===== config.mk =====
export PLATFORM = sky130hd
export DESIGN_NAME = hexrec_loader
export DESIGN_NICKNAME = d
export VERILOG_FILES = /design/src/rtl/hexrec_pkg.sv /design/src/rtl/hexrec_nibble.sv /design/src/rtl/hexrec_bytepair.sv /design/src/rtl/hexrec_base.sv /design/src/rtl/hexrec_loader.sv
export SDC_FILE = /design/constraint.sdc
export NUM_CORES = 1
export LEC_CHECK = 0
export BUFFER_PORTS_ARGS = -buffer_cell sky130_fd_sc_hd__buf_2
export CAP_MARGIN = 20
export CORE_MARGIN = 2
export CORE_UTILIZATION = 40
export CTS_CLUSTER_DIAMETER = 50
export DETAILED_ROUTE_END_ITERATION = 8
export GPL_ROUTABILITY_DRIVEN = 0
export PLACE_DENSITY_LB_ADDON = 0.2
export SLEW_MARGIN = 30
export SYNTH_ARGS = -nofsm -noshare
export SYNTH_HDL_FRONTEND = slang
export SYNTH_SLANG_ARGS = --single-unit
export TNS_END_PERCENT = 10

===== constraint.sdc =====
create_clock -name clk -period 6.9 [get_ports clk]
set_clock_uncertainty 0.05 [all_clocks]
set_input_delay 1.38 -clock clk [delete_from_list [all_inputs] [get_ports clk]]
set_output_delay 1.38 -clock clk [all_outputs]
set_load 0.02 [all_outputs]

===== src/rtl/hexrec_pkg.sv =====
package hexrec_pkg;

   typedef enum logic [2:0] {
      ST_HUNT,
      ST_COUNT,
      ST_OFFH,
      ST_OFFL,
      ST_TYPE,
      ST_DATA,
      ST_CKS
   } hx_state_e;

   localparam logic [7:0] RT_DATA = 8'h00;
   localparam logic [7:0] RT_EOF  = 8'h01;
   localparam logic [7:0] RT_SEG  = 8'h02;
   localparam logic [7:0] RT_LIN  = 8'h04;
   localparam logic [7:0] RT_MAX  = 8'h05;
   localparam logic [7:0] CH_COLON = 8'h3A;

   // byte count each non-data record type must carry
   function automatic logic [7:0] hx_need_count(input logic [7:0] t);
      case (t)
         RT_EOF:         return 8'd0;
         RT_SEG, RT_LIN: return 8'd2;
         default:        return 8'd4;
      endcase
   endfunction

endpackage


===== src/rtl/hexrec_nibble.sv =====
module hexrec_nibble #(
   parameter bit LOWER_OK = 1'b1
) (
   input  logic [7:0] ch,
   output logic       is_hex,
   output logic [3:0] nib
);
   logic       up_hit;
   logic [3:0] up_nib;
   logic       lo_hit;
   logic [3:0] lo_nib;

   always_comb begin
      up_hit = 1'b0;
      up_nib = 4'h0;
      if (ch >= 8'h30 && ch <= 8'h39) begin
         up_hit = 1'b1;
         up_nib = ch[3:0];
      end else if (ch >= 8'h41 && ch <= 8'h46) begin
         up_hit = 1'b1;
         up_nib = ch[3:0] + 4'd9;
      end
   end

   generate
      if (LOWER_OK) begin : g_lower
         assign lo_hit = (ch >= 8'h61 && ch <= 8'h66);
         assign lo_nib = ch[3:0] + 4'd9;
      end else begin : g_upper_only
         assign lo_hit = 1'b0;
         assign lo_nib = 4'h0;
      end
   endgenerate

   assign is_hex = up_hit | lo_hit;
   assign nib    = up_hit ? up_nib : lo_nib;
endmodule


===== src/rtl/hexrec_bytepair.sv =====
module hexrec_bytepair (
   input  logic       clk,
   input  logic       rst_n,
   input  logic       clr,
   input  logic       nib_stb,
   input  logic [3:0] nib,
   output logic       byte_stb,
   output logic [7:0] byte_val
);
   logic       phase_q;
   logic [3:0] hi_q;

   always_ff @(posedge clk) begin
      if (!rst_n) begin
         phase_q <= 1'b0;
         hi_q    <= 4'h0;
      end else if (clr) begin
         phase_q <= 1'b0;
      end else if (nib_stb) begin
         if (!phase_q) hi_q <= nib;
         phase_q <= ~phase_q;
      end
   end

   assign byte_stb = nib_stb & phase_q;
   assign byte_val = {hi_q, nib};
endmodule


===== src/rtl/hexrec_base.sv =====
module hexrec_base #(
   parameter int ADDR_W = 32
) (
   input  logic              clk,
   input  logic              rst_n,
   input  logic              set_seg,
   input  logic              set_lin,
   input  logic [15:0]       ext,
   input  logic [15:0]       off,
   output logic [ADDR_W-1:0] addr
);
   logic [31:0] base_q;
   logic [31:0] sum32;

   generate
      if (ADDR_W < 20 || ADDR_W > 32) begin : g_bad_width
         $error("hexrec_base: ADDR_W must be within 20..32");
      end
   endgenerate

   always_ff @(posedge clk) begin
      if (!rst_n)       base_q <= 32'h0;
      else if (set_seg) base_q <= {12'h000, ext, 4'h0};
      else if (set_lin) base_q <= {ext, 16'h0000};
   end

   assign sum32 = base_q + {16'h0000, off};

   generate
      if (ADDR_W == 32) begin : g_full
         assign addr = sum32;
      end else begin : g_trunc
         assign addr = sum32[ADDR_W-1:0];
      end
   endgenerate

   AST_BASE_HOLD: assert property (@(posedge clk) disable iff (!rst_n)
      !(set_seg || set_lin) |=> $stable(base_q));
endmodule


===== src/rtl/hexrec_loader.sv =====
module hexrec_loader
   import hexrec_pkg::*;
#(
   parameter int ADDR_W   = 32,
   parameter bit LOWER_OK = 1'b1
) (
   input  logic              clk,
   input  logic              rst_n,
   input  logic              ch_valid,
   input  logic [7:0]        ch_data,
   output logic              ch_ready,
   output logic              wr_en,
   output logic [ADDR_W-1:0] wr_addr,
   output logic [7:0]        wr_data,
   output logic              done,
   output logic              cksum_err,
   output logic              fmt_err
);
   hx_state_e         state_q;
   logic [7:0]        cnt_q, left_q, rtype_q, sum_q;
   logic [15:0]       off_q, ext_q;
   logic              done_q, ck_q, fmt_q, wr_en_q;
   logic [ADDR_W-1:0] wr_addr_q;
   logic [7:0]        wr_data_q;

   logic              acc, colon, in_rec, start, is_hex, nib_stb, bad_ch;
   logic [3:0]        nib;
   logic              byte_stb;
   logic [7:0]        byte_val, sum_next;
   logic              type_bad, cks_ok, set_seg, set_lin;
   logic [ADDR_W-1:0] cur_addr;

   assign acc      = ch_valid & ~done_q;
   assign colon    = (ch_data == CH_COLON);
   assign in_rec   = (state_q != ST_HUNT);
   assign start    = acc & colon;
   assign nib_stb  = acc & in_rec & is_hex;
   assign bad_ch   = acc & in_rec & ~is_hex;
   assign sum_next = sum_q + byte_val;
   assign type_bad = (byte_val > RT_MAX) ||
                     ((byte_val != RT_DATA) && (cnt_q != hx_need_count(byte_val)));
   assign cks_ok   = byte_stb && (state_q == ST_CKS) && (sum_next == 8'h00);
   assign set_seg  = cks_ok && (rtype_q == RT_SEG);
   assign set_lin  = cks_ok && (rtype_q == RT_LIN);

   hexrec_nibble #(.LOWER_OK(LOWER_OK)) nib_i (
      .ch(ch_data), .is_hex(is_hex), .nib(nib)
   );

   hexrec_bytepair pair_i (
      .clk(clk), .rst_n(rst_n), .clr(start), .nib_stb(nib_stb), .nib(nib),
      .byte_stb(byte_stb), .byte_val(byte_val)
   );

   hexrec_base #(.ADDR_W(ADDR_W)) base_i (
      .clk(clk), .rst_n(rst_n), .set_seg(set_seg), .set_lin(set_lin),
      .ext(ext_q), .off(off_q), .addr(cur_addr)
   );

   always_ff @(posedge clk) begin
      if (!rst_n) begin
         state_q   <= ST_HUNT;
         cnt_q     <= 8'h0;
         left_q    <= 8'h0;
         rtype_q   <= 8'h0;
         sum_q     <= 8'h0;
         off_q     <= 16'h0;
         ext_q     <= 16'h0;
         done_q    <= 1'b0;
         ck_q      <= 1'b0;
         fmt_q     <= 1'b0;
         wr_en_q   <= 1'b0;
         wr_addr_q <= '0;
         wr_data_q <= 8'h0;
      end else begin
         wr_en_q <= 1'b0;
         if (start) begin
            state_q <= ST_COUNT;
            sum_q   <= 8'h0;
            if (in_rec) fmt_q <= 1'b1;
         end else if (bad_ch) begin
            fmt_q   <= 1'b1;
            state_q <= ST_HUNT;
         end else if (byte_stb) begin
            sum_q <= sum_next;
            case (state_q)
               ST_COUNT: begin
                  cnt_q   <= byte_val;
                  state_q <= ST_OFFH;
               end
               ST_OFFH: begin
                  off_q[15:8] <= byte_val;
                  state_q     <= ST_OFFL;
               end
               ST_OFFL: begin
                  off_q[7:0] <= byte_val;
                  state_q    <= ST_TYPE;
               end
               ST_TYPE: begin
                  rtype_q <= byte_val;
                  left_q  <= cnt_q;
                  if (type_bad) begin
                     fmt_q   <= 1'b1;
                     state_q <= ST_HUNT;
                  end else begin
                     state_q <= (cnt_q == 8'h0) ? ST_CKS : ST_DATA;
                  end
               end
               ST_DATA: begin
                  if (rtype_q == RT_DATA) begin
                     wr_en_q   <= 1'b1;
                     wr_addr_q <= cur_addr;
                     wr_data_q <= byte_val;
                  end
                  ext_q  <= {ext_q[7:0], byte_val};
                  off_q  <= off_q + 16'd1;
                  left_q <= left_q - 8'd1;
                  if (left_q == 8'd1) state_q <= ST_CKS;
               end
               ST_CKS: begin
                  if (sum_next != 8'h00) ck_q <= 1'b1;
                  else if (rtype_q == RT_EOF) done_q <= 1'b1;
                  state_q <= ST_HUNT;
               end
               default: state_q <= ST_HUNT;
            endcase
         end
      end
   end

   assign ch_ready  = ~done_q;
   assign wr_en     = wr_en_q;
   assign wr_addr   = wr_addr_q;
   assign wr_data   = wr_data_q;
   assign done      = done_q;
   assign cksum_err = ck_q;
   assign fmt_err   = fmt_q;

   AST_DONE_STICKY: assert property (@(posedge clk) disable iff (!rst_n)
      done_q |=> done_q);
   AST_NO_WR_AFTER_DONE: assert property (@(posedge clk) disable iff (!rst_n)
      done_q |-> !wr_en_q);
   AST_CKERR_STICKY: assert property (@(posedge clk) disable iff (!rst_n)
      ck_q |=> ck_q);
   AST_FMT_STICKY: assert property (@(posedge clk) disable iff (!rst_n)
      fmt_q |=> fmt_q);
   AST_NO_WR_FROM_HUNT: assert property (@(posedge clk) disable iff (!rst_n)
      (state_q == ST_HUNT) |=> !wr_en_q);
endmodule


Word level (Yosys, flattened, before mapping)
Cells that the tools add are included.
W data, S select, Z words.

cells by class
  multipliers = 0
  $lt $le $gt $ge = 7
  divide/modulo/power cells = 0
  eq/ne operators = 18
  shifts and indexed selects = 0
  add/sub/neg operators = 5
  muxes and demuxes = 25
  bitwise gates (word level) = 16
  reductions and logical operators = 41

operators with widths
  kind                     count
  $pmux W8 S2              3
  $mux W20                 2
  $add A32 B16 Y32         1
  $reduce_and A4 Y1        7
  $eq A8 B1 Y1 const B     3
  $logic_not A8 Y1         3
  $add A16 B1 Y16 const B  1
  $eq A8 B2 Y1 const B     2
  $eq A8 B3 Y1 const B     2
  $ge A8 B7 Y1 const B     2
  $le A8 B7 Y1 const B     2
  $reduce_bool A8 Y1       2
  $pmux W3 S5              1
  $mux W1                  12
  $mux W4                  3
  $reduce_bool A3 Y1       4
  $reduce_and A5 Y1        2
  $eq A3 B3 Y1 const B     3
  $not A1 Y1               9
  $add A8 B8 Y8            1
  $eq A8 B6 Y1 const B     1
  $ge A8 B6 Y1 const B     1
  $gt A8 B3 Y1 const B     1
  $le A8 B6 Y1 const B     1
  21 further kinds         43

word-level totals
  bits in latches = 0
  input port bits = 11
  bits in writable memories = 0
  memories = 0
  register bits = 144
  output and inout bits = 45
  logic and storage cells = 131
  ROM bits = 0

Depth between registers and ports, before layout
Gate-level depths: netlist of run 1.

  depth in word-level cells = 16
  depth in mapped cells = 18
  depth with buffers taken out = 16

Modules after synthesis
From an unflattened synthesis of run 1, not the netlist that was laid out.

unflattened totals
  cells, all modules = 915
  area, all modules = 7870.0 um^2

modules (own cells, without submodules)
  module           instances  area each (um^2)  cells an instance  sequential area each (um^2)
  hexrec_loader    1          5462.7            638                2222.1
  hexrec_base      1          1964.4            231                560.5
  hexrec_bytepair  1          246.5             26                 100.1
  hexrec_nibble    1          196.4             20                 0.0

Worst setup path after synthesis of run 1
Ideal clock, no wire load.

  path type = input port to flip-flop
  start point = input port ch_data[0]
  end point = register base_i.base_q[22]
  slack = 1.780 ns
  data required time = 6.733 ns
  setup time = 0.117 ns
  stages on the path = 17
  data arrival time = 4.953 ns
  buffers on the path = 2
  cell sequence = inv_1 -> ha_1 -> o21bai_1 -> a21oi_1 -> nor2_1 -> xnor2_1 -> inv_1 -> ha_1 -> clkbuf_8 -> nand4_1 -> a22o_2 -> and4_4 -> or4_1 -> a2111oi_4 -> buf_4 -> mux2i_1 -> nor2_1

on the way
  elaborated cells on any way between the ends = 25
  those cells by class = 2 x add/sub; 6 x order compare; 5 x mux; 3 x bitwise; 9 x reduce/logical

RTL lines
  item                                                 line                 text
  start, declared                                      hexrec_loader.sv:10  input logic [7:0] ch_data,
  $ge A8 B7 Y1 / $le A8 B7 Y1 (equally long branches)  hexrec_nibble.sv:19  end else if (ch >= 8'h41 && ch <= 8'h46) begin
  $logic_and A1 B1 Y1                                  hexrec_nibble.sv:19
  $mux W4 / $mux W1 (equally long branches)            hexrec_nibble.sv:19
  $mux W4 / $mux W1 (equally long branches)            hexrec_nibble.sv:16  if (ch >= 8'h30 && ch <= 8'h39) begin
  $mux W4 *                                            hexrec_nibble.sv:36  assign nib = up_hit ? up_nib : lo_nib;
  named net byte_val[3]                                hexrec_loader.sv:29  logic [7:0] byte_val, sum_next;
  $add A8 B8 Y8 *                                      hexrec_loader.sv:39  assign sum_next = sum_q + byte_val;
  $logic_not A8 Y1 *                                   hexrec_loader.sv:42  assign cks_ok = byte_stb && (state_q == ST_CKS) && (sum_next == 8'h00);
  $logic_and A1 B1 Y1 *                                hexrec_loader.sv:42
  $logic_and A1 B1 Y1                                  hexrec_loader.sv:43  assign set_seg = cks_ok && (rtype_q == RT_SEG);
  $reduce_or A2 Y1 (no line)                           --
  end signal, assigned                                 hexrec_base.sv:23    else if (set_seg) base_q <= {12'h000, ext, 4'h0};
  end signal, assigned                                 hexrec_base.sv:24    else if (set_lin) base_q <= {ext, 16'h0000};
  end, declared                                        hexrec_base.sv:12    logic [31:0] base_q;

The timed path passes the listed nets; every way through them passes the cells marked *.
A chain may end at the register's enable or synchronous reset.

Worst setup path after layout of run 1
  start point = input port ch_data[0]
  end point = register base_i.base_q[10]

on the way
  elaborated cells on any way between the ends = 26
  those cells by class = 2 x add/sub; 6 x order compare; 6 x mux; 3 x bitwise; 9 x reduce/logical

RTL lines
  item                                                   line
  $ge A8 B7 Y1 / $le A8 B7 Y1 (equally long branches)    hexrec_nibble.sv:19
  $logic_and A1 B1 Y1                                    hexrec_nibble.sv:19
  $mux W4 / $mux W1 (equally long branches)              hexrec_nibble.sv:19
  $mux W4 / $mux W1 (equally long branches)              hexrec_nibble.sv:16
  $mux W4 *                                              hexrec_nibble.sv:36
  named net byte_val[0]                                  hexrec_loader.sv:29
  $add A8 B8 Y8 *                                        hexrec_loader.sv:39
  $logic_not A8 Y1 *                                     hexrec_loader.sv:42
  $logic_and A1 B1 Y1 *                                  hexrec_loader.sv:42
  $logic_and A1 B1 Y1 (on tied branches)                 hexrec_loader.sv:43, hexrec_loader.sv:44
  $mux W20 / $reduce_bool A2 Y1 (equally long branches)  --

Marked as above.

==> results.py, run 1 <==
metrics = {
    "cells_and_area": {
        "fin_area_um2": 8670,
        "diodes": 0,
        "fin_nets": 988,
        "fin_cells": 1195,
        "drive_gt1_share_pct": 13.1,
        "finish.utilization_pct": 46.2,
        "area_growth_syn_to_layout_pct": 13.1,
    },
    "placed_design": {
        "placed_cell_area_um2": 8100,
        "place_hpwl_mm": 13.4,
        "place_inst": 1164,
        "io_buffers": 55,
    },
    "cts": {
        "cts_tree": "yes",
        "holdBufCountCts": 0,
        "cts_max_path_buffers": 2,
        "cts-root-buf": "clkbuf_16",
        "cts_made_buffers": 17,
        "cts_num_sinks": 144,
        "h-tree-depth": 4,
        "cts_setup_buffers": 0,
        "clkTransAtPathRegs_ns": 0.06,
        "cts-resized-gates": 0,
        "insertion_delay_ns": 0.42,
    },
    "global_route": {
        "overflow": 0,
        "grt_max_degree": 64,
        "first_global_vias": 6231,
        "grt_usage_pct": 20.1,
        "antenna_found_initial": 0,
        "grt_pass1_wl_mm": 32.6,
    },
    "die": {
        "initial_utilization_pct": 40.9,
        "boundaryPins": 56,
        "placement_rows": 50,
        "die_y_um": 142,
        "fp.dieW_um": 142,
        "design.core.area_um2": 18800,
        "fp.dieArea_um2": 20300,
    },
    "pwr": {
        "p_clk_share_pct": 50.1,
        "p_per_area_nw_per_um2": 207,
        "p_leak_uw": 0.00350,
        "p_seq_share_pct": 46.2,
        "swShare_pct": 24.0,
        "ir_drop_mv": 0.184,
        "power_frac_comb_pct": 3.7,
        "power.switching_uw": 432,
        "p_int_uw": 1370,
    },
    "yosys": {
        "ys.warnings.count": 0,
        "synth-seq-cells": 144,
        "synth_flop_cell": "dfxtp_1",
        "yosysUniqueCellTypes": 80,
        "synth_area_um2": 7670,
        "synth_fp_nets": 955,
        "ys_top_cells_by_area": "dfxtp_1 (38%), nand2_1 (6.1%), ha_1 (4.2%)",
        "yosys.area.top_type_share_pct": 37.6,
        "synth_largest_area_cell": "dfxtp_1",
        "synthCells": 916,
        "synth_edf_count": 0,
        "ys_seq_area_share_pct": 37.6,
        "synth_most_common_cell": "dfxtp_1",
        "synth_commonest_cells": "dfxtp_1 (144), nand2_1 (124), nor2_1 (67), o21ai_0 (65), a21oi_1 (41)",
        "synthArstFlopShare_pct": 0,
        "syn_avg_cell_area_um2": 8.37,
    },
    "flow_run": {
        "drv_cap": 0,
    },
    "timing": {
        "fin_crit_sh_pct": 80.2,
        "tightestPinTransition_ns": 0.874,
        "fin_crit_ns": 5.54,
        "rsz0062_at_grt": "false",
        "max_slew_margin_pct": 41.7,
        "drv_slew": 0,
        "setup_violations": 0,
        "final.setup.tns_ns": 0,
        "clock.fmax_ghz": 0.181,
        "finalHoldViolations": 0,
        "hold_slack_ns": 0.410,
    },
    "setup_path": {
        "end_kind": "register",
        "r2r-end": "base_i.base_q[10]",
        "crit_end": "base_i.base_q[10]",
        "crit_required_ns": 7.16,
        "slowest_stage": "a2111oi_4",
        "worstSetupStartpoint": "ch_data[0]",
        "crit_chain": "buf_2 > inv_1 > ha_1 > o21bai_1 > a21oi_1 > xnor2_1 > clkinv_1 > ha_1 > fa_1 > inv_1 > a31oi_1 > nor4_1 > o221ai_1 > a2111oi_4 > a21boi_2 > a22o_1",
        "start_kind": "input port",
        "cp_max_fo": 12,
        "r2r-start": "pair_i.hi_q[0]",
        "arrival_ns": 5.80,
        "slowest_delay_ns": 0.65,
        "worst-path-stages": 16,
        "worst-path-buf-inv": 4,
        "regToRegSetupSlack_ns": 3.51,
        "crit_type": "input port to register",
        "critPathTopFamily": "compound AO/OA/AOI/OAI gates",
        "reg2reg_depth": 9,
    },
    "drt": {
        "detail-route-antenna-nets": 0,
        "vias_per_cell": 5.55,
        "drtPass1Iterations": 5,
        "wl_per_cell_um": 16.5,
        "vias": 6634,
        "drc": 0,
        "drtIter0Drc": 426,
        "wirelength_mm": 19.7,
    },
    "min_path": {
        "min_path_type": "register to register",
        "hp-start": "wr_addr[0]",
    },
    "outcome": {
        "status": "complete, no violations",
    },
}
-- state kept, by name, summed over array words and instances, names as in the netlist, 3 cells and up --
register       flops
pair_i.hi_q        4
rtype_q            8
ext_q             16
wr_data            8
cnt_q              8
wr_addr           32
state_q            3
left_q             8
base_i.base_q     28
off_q             16
sum_q              8
-- cell type report --
| cell class | instances | area (um^2) |
|---|---|---|
| multi-input cells | 692 | 4460 |
| flip-flops and latches | 144 | 2880 |
| clock buffers | 19 | 443 |
| clock inverters | 12 | 126 |
| inverters | 28 | 105 |
| well taps | 234 | 293 |
| repair buffers | 66 | 360 |
| fillers | 1848 | 10100 |
-- tightest hold or removal path: stages, from the launching register on --
cell and delay [ns]:
dfxtp_1 0.30, nand2_1 0.04, a21boi_0 0.06
-- through the flow --
| step | setup WS, ns | total power (uW) |
|---|---|---|
| 3_5_place_dp | 0.930 | 916 |
| 6_report | 1.36 | 1800 |
| 3_3_place_gp | 1.09 | 916 |
| 5_1_grt | 0.964 | 1860 |
| 2_1_floorplan | 1.78 | 896 |
| 4_1_cts | 1.35 | 1810 |
-- layer usage --
| layer | wire [um] | vias up | global-route usage, % |
|---|---|---|---|
| met5 | 0 | - | 0 |
| met4 | 375 | 0 | 6.36 |
| met3 | 780 | 24 | 3.94 |
| met2 | 9230 | 135 | 32.7 |
| met1 | 9300 | 3115 | 27.0 |
| li1 | - | 3360 | - |
-- cell families after synthesis --
| family | share of synthesized area, % |
|---|---|
| AO/OA/AOI/OAI | 24.0 |
| AND/OR/NAND/NOR | 23.1 |
| multiplexers | 3.44 |
| adder cells (fa/ha/maj) | 4.76 |
| flip-flops | 37.6 |
| XOR/XNOR | 2.74 |
| buffers and inverters | 4.40 |
-- layout by cell type, fill, tap and decap left out, drive strengths merged, types with 20 or more instances in the layout --
cell | Yosys | layout
nor2b | 26 | 26
nor2 | 67 | 67
a21boi | 30 | 30
dfxtp | 144 | 144
inv | 27 | 32
nand2 | 124 | 124
nor3 | 23 | 23
o21ai | 66 | 66
and2 | 27 | 27
buf | 11 | 66
o211a | 20 | 20
ha | 26 | 26
a21oi | 41 | 41
mux2i | 26 | 26
-- power by group through the flow --
stage | Sequential [uW] | Clock [uW] | Combinational [uW]
floorplan | 850 | 0 | 46.7
detailed placement | 850 | 0 | 66.5
global route | 831 | 954 | 74.0
CTS | 831 | 915 | 66.8
finish | 831 | 900 | 66.8
global placement | 850 | 0 | 66.4
-- worst min-delay path by stage --
stage	end	slack, ns	cells past startpoint
floorplan	sum_q[3]	0.38	2
global placement	cksum_err	0.39	1
detailed placement	cksum_err	0.41	1
CTS	wr_addr[0]	0.42	2
global route	wr_data[6]	0.44	2
finish	wr_addr[0]	0.41	2
Power figures use the tool's default switching activity.
==> inputs of run 2 (changes only) <==
ABC_AREA = 1   (was default)
clock period = 4.9 ns   (was 6.9 ns; I/O delays follow)
==> results.py, run 2 <==
metrics = {
    "timing": {
        "max_slew_margin_pct": 38.7,
        "clock.fmax_ghz": 0.252,
        "fin_crit_sh_pct": 80.9,
        "rsz0062_at_grt": "false",
        "tightestPinTransition_ns": 0.920,
        "finalHoldViolations": 0,
        "drv_slew": 0,
        "fin_crit_ns": 3.97,
        "final.setup.tns_ns": 0,
        "hold_slack_ns": 0.414,
        "setup_violations": 0,
    },
    "global_route": {
        "grt_pass1_wl_mm": 32.2,
        "overflow": 0,
        "grt_max_degree": 53,
        "antenna_found_initial": 0,
        "first_global_vias": 6252,
        "grt_usage_pct": 20.5,
    },
    "cells_and_area": {
        "layout_common_cells": "nand2_1 (155), dfxtp_1 (144), a21oi_1 (107)",
        "diodes": 0,
        "area_growth_syn_to_layout_pct": 14.4,
        "finish.utilization_pct": 46.8,
        "final_common_cell": "nand2_1",
        "fin_nets": 1104,
        "drive_gt1_share_pct": 11.7,
        "largest_register_ffs": 32,
        "fin_cells": 1307,
    },
    "cts": {
        "cts_made_buffers": 17,
        "h-tree-depth": 4,
        "insertion_delay_ns": 0.43,
        "cts_max_path_buffers": 2,
        "cts-resized-gates": 0,
        "cts_tree": "yes",
        "cts_setup_buffers": 0,
        "cts_num_sinks": 144,
        "clkTransAtPathRegs_ns": 0.06,
        "holdBufCountCts": 0,
        "cts-root-buf": "clkbuf_16",
    },
    "placed_design": {
        "place_hpwl_mm": 14.2,
        "io_buffers": 55,
        "place_inst": 1275,
    },
    "drt": {
        "wl_per_cell_um": 15.0,
        "drc": 0,
        "drtIter0Drc": 562,
        "wirelength_mm": 19.6,
        "vias_per_cell": 5.28,
        "drtPass1Iterations": 5,
        "vias": 6903,
        "detail-route-antenna-nets": 0,
    },
    "die": {
        "fp.dieArea_um2": 19500,
        "design.core.area_um2": 18000,
        "die_y_um": 140,
        "initial_utilization_pct": 40.9,
        "boundaryPins": 56,
        "placement_rows": 49,
        "fp.dieW_um": 140,
    },
    "yosys": {
        "synth_area_um2": 7380,
        "synthArstFlopShare_pct": 0,
        "synth_largest_area_cell": "dfxtp_1",
        "ys_top_cells_by_area": "dfxtp_1 (39%), nand2_1 (7.9%), a21oi_1 (7.3%)",
        "syn_avg_cell_area_um2": 7.25,
        "ys_seq_area_share_pct": 39.1,
        "yosys.area.top_type_share_pct": 39.1,
        "synth_commonest_cells": "nand2_1 (155), dfxtp_1 (144), a21oi_1 (107), o21ai_0 (106), inv_1 (105)",
        "synth_flop_cell": "dfxtp_1",
        "synth_most_common_cell": "nand2_1",
        "synth-seq-cells": 144,
        "synth_edf_count": 0,
        "synth_fp_nets": 1056,
        "synthCells": 1017,
        "ys.warnings.count": 0,
        "yosysUniqueCellTypes": 47,
    },
    "setup_path": {
        "crit_type": "input port to register",
        "crit_chain": "buf_2 > inv_1 > ha_1 > o21ai_2 > nand2_2 > nand2_4 > nand2_1 > nand2_1 > o21a_1 > inv_1 > ha_1 > inv_1 > nor3_1 > nand3_1 > nand2_1 > xor2_1 > nand4_1 > inv_2 > nand2_2 > o21ai_1 > nor2_1",
        "worst-path-buf-inv": 5,
        "end_kind": "register",
        "cp_max_fo": 21,
        "arrival_ns": 4.23,
        "crit_required_ns": 5.17,
        "start_kind": "input port",
        "slowest_stage": "ha_1",
        "slowest_delay_ns": 0.42,
        "critPathTopFamily": "simple AND/OR/NAND/NOR gates",
    },
    "pwr": {
        "power_uw": 2530,
        "p_leak_uw": 0.00343,
        "ir_drop_mv": 0.222,
        "p_per_area_nw_per_um2": 299,
    },
    "outcome": {
        "status": "complete, no violations",
    },
    "min_path": {
        "min_path_type": "register to register",
    },
    "flow_run": {
        "drv_cap": 0,
    },
}
## run 2: changes by cell type in the layout (fill, tap and decap cells not counted), sizes merged, moves of 16 or more
cell,previous run,this run
a21boi,30,1
nand2,124,166
nand3,17,60
mux2i,26,0
a21oi,41,108
o211a,20,0
xor2,7,23
nor2b,26,0
nor2,67,103
o21ai,66,119
and2,27,0
inv,32,112
## run 2: per-layer routing
layer  track usage [%]  vias up  share of wire [%]
met1              29.5     3166                 50
met2              31.0      162                 43
met4              6.32        0                1.5
met5                 0        -                  0
li1                  -     3552                  -
met3              4.03       23                5.1
## run 2: cells by family after synthesis
family          count (synthesis)  synth area share (%)
flops                         144                  39.1
fa+ha+maj                      28                  4.95
buf+inv                       151                  8.13
compound gates                283                  20.9
simple gates                  381                  23.3
xor+xnor                       30                  3.56
## run 2: final timing paths
kind                  startpoint           endpoint  slack (ns)  depth (start not counted)
setup / recovery      ch_data[0]  base_i.base_q[31]        0.93                         21
hold / removal    pair_i.phase_q     pair_i.phase_q        0.41                          2
setup reg to reg        off_q[4]        wr_addr[30]        1.68                         12
hold reg to reg   pair_i.phase_q     pair_i.phase_q        0.41                          2
## run 2: report_power, final
part | switching (uW) | internal, uW
Sequential | 0.0408 | 1170
Clock | 501 | 772
Combinational | 60.5 | 21.0
## run 2: area by class of cell
cell class                 instances  area, um^2
clock inverter                    10         111
inverter                         114         428
clock buffer                      22         464
sequential                       144        2880
multi-input combinational        722        3910
tap                              229         287
fill                            1885        9590
timing repair buffer              66         358
## run 2: worst reg2reg max path, cell delays in order (launching register included)
cell,delay [ns]
dfxtp_1,0.41
ha_1,0.20
inv_1,0.06
fa_1,0.38
o21ai_0,0.45
nand3_1,0.15
o2111ai_1,0.19
nand3_1,0.18
nor2_1,0.35
nand3_1,0.20
nor4_1,0.25
xor2_1,0.18
a21oi_1,0.07
## run 2: per-stage QoR
step	setup WS (ns)	area [um^2]
after floorplan	1.21	7380
after global placement	0.579	7860
after detailed placement	0.491	7860
after CTS	0.947	8430
after global routing	0.526	8440
final	0.934	8440
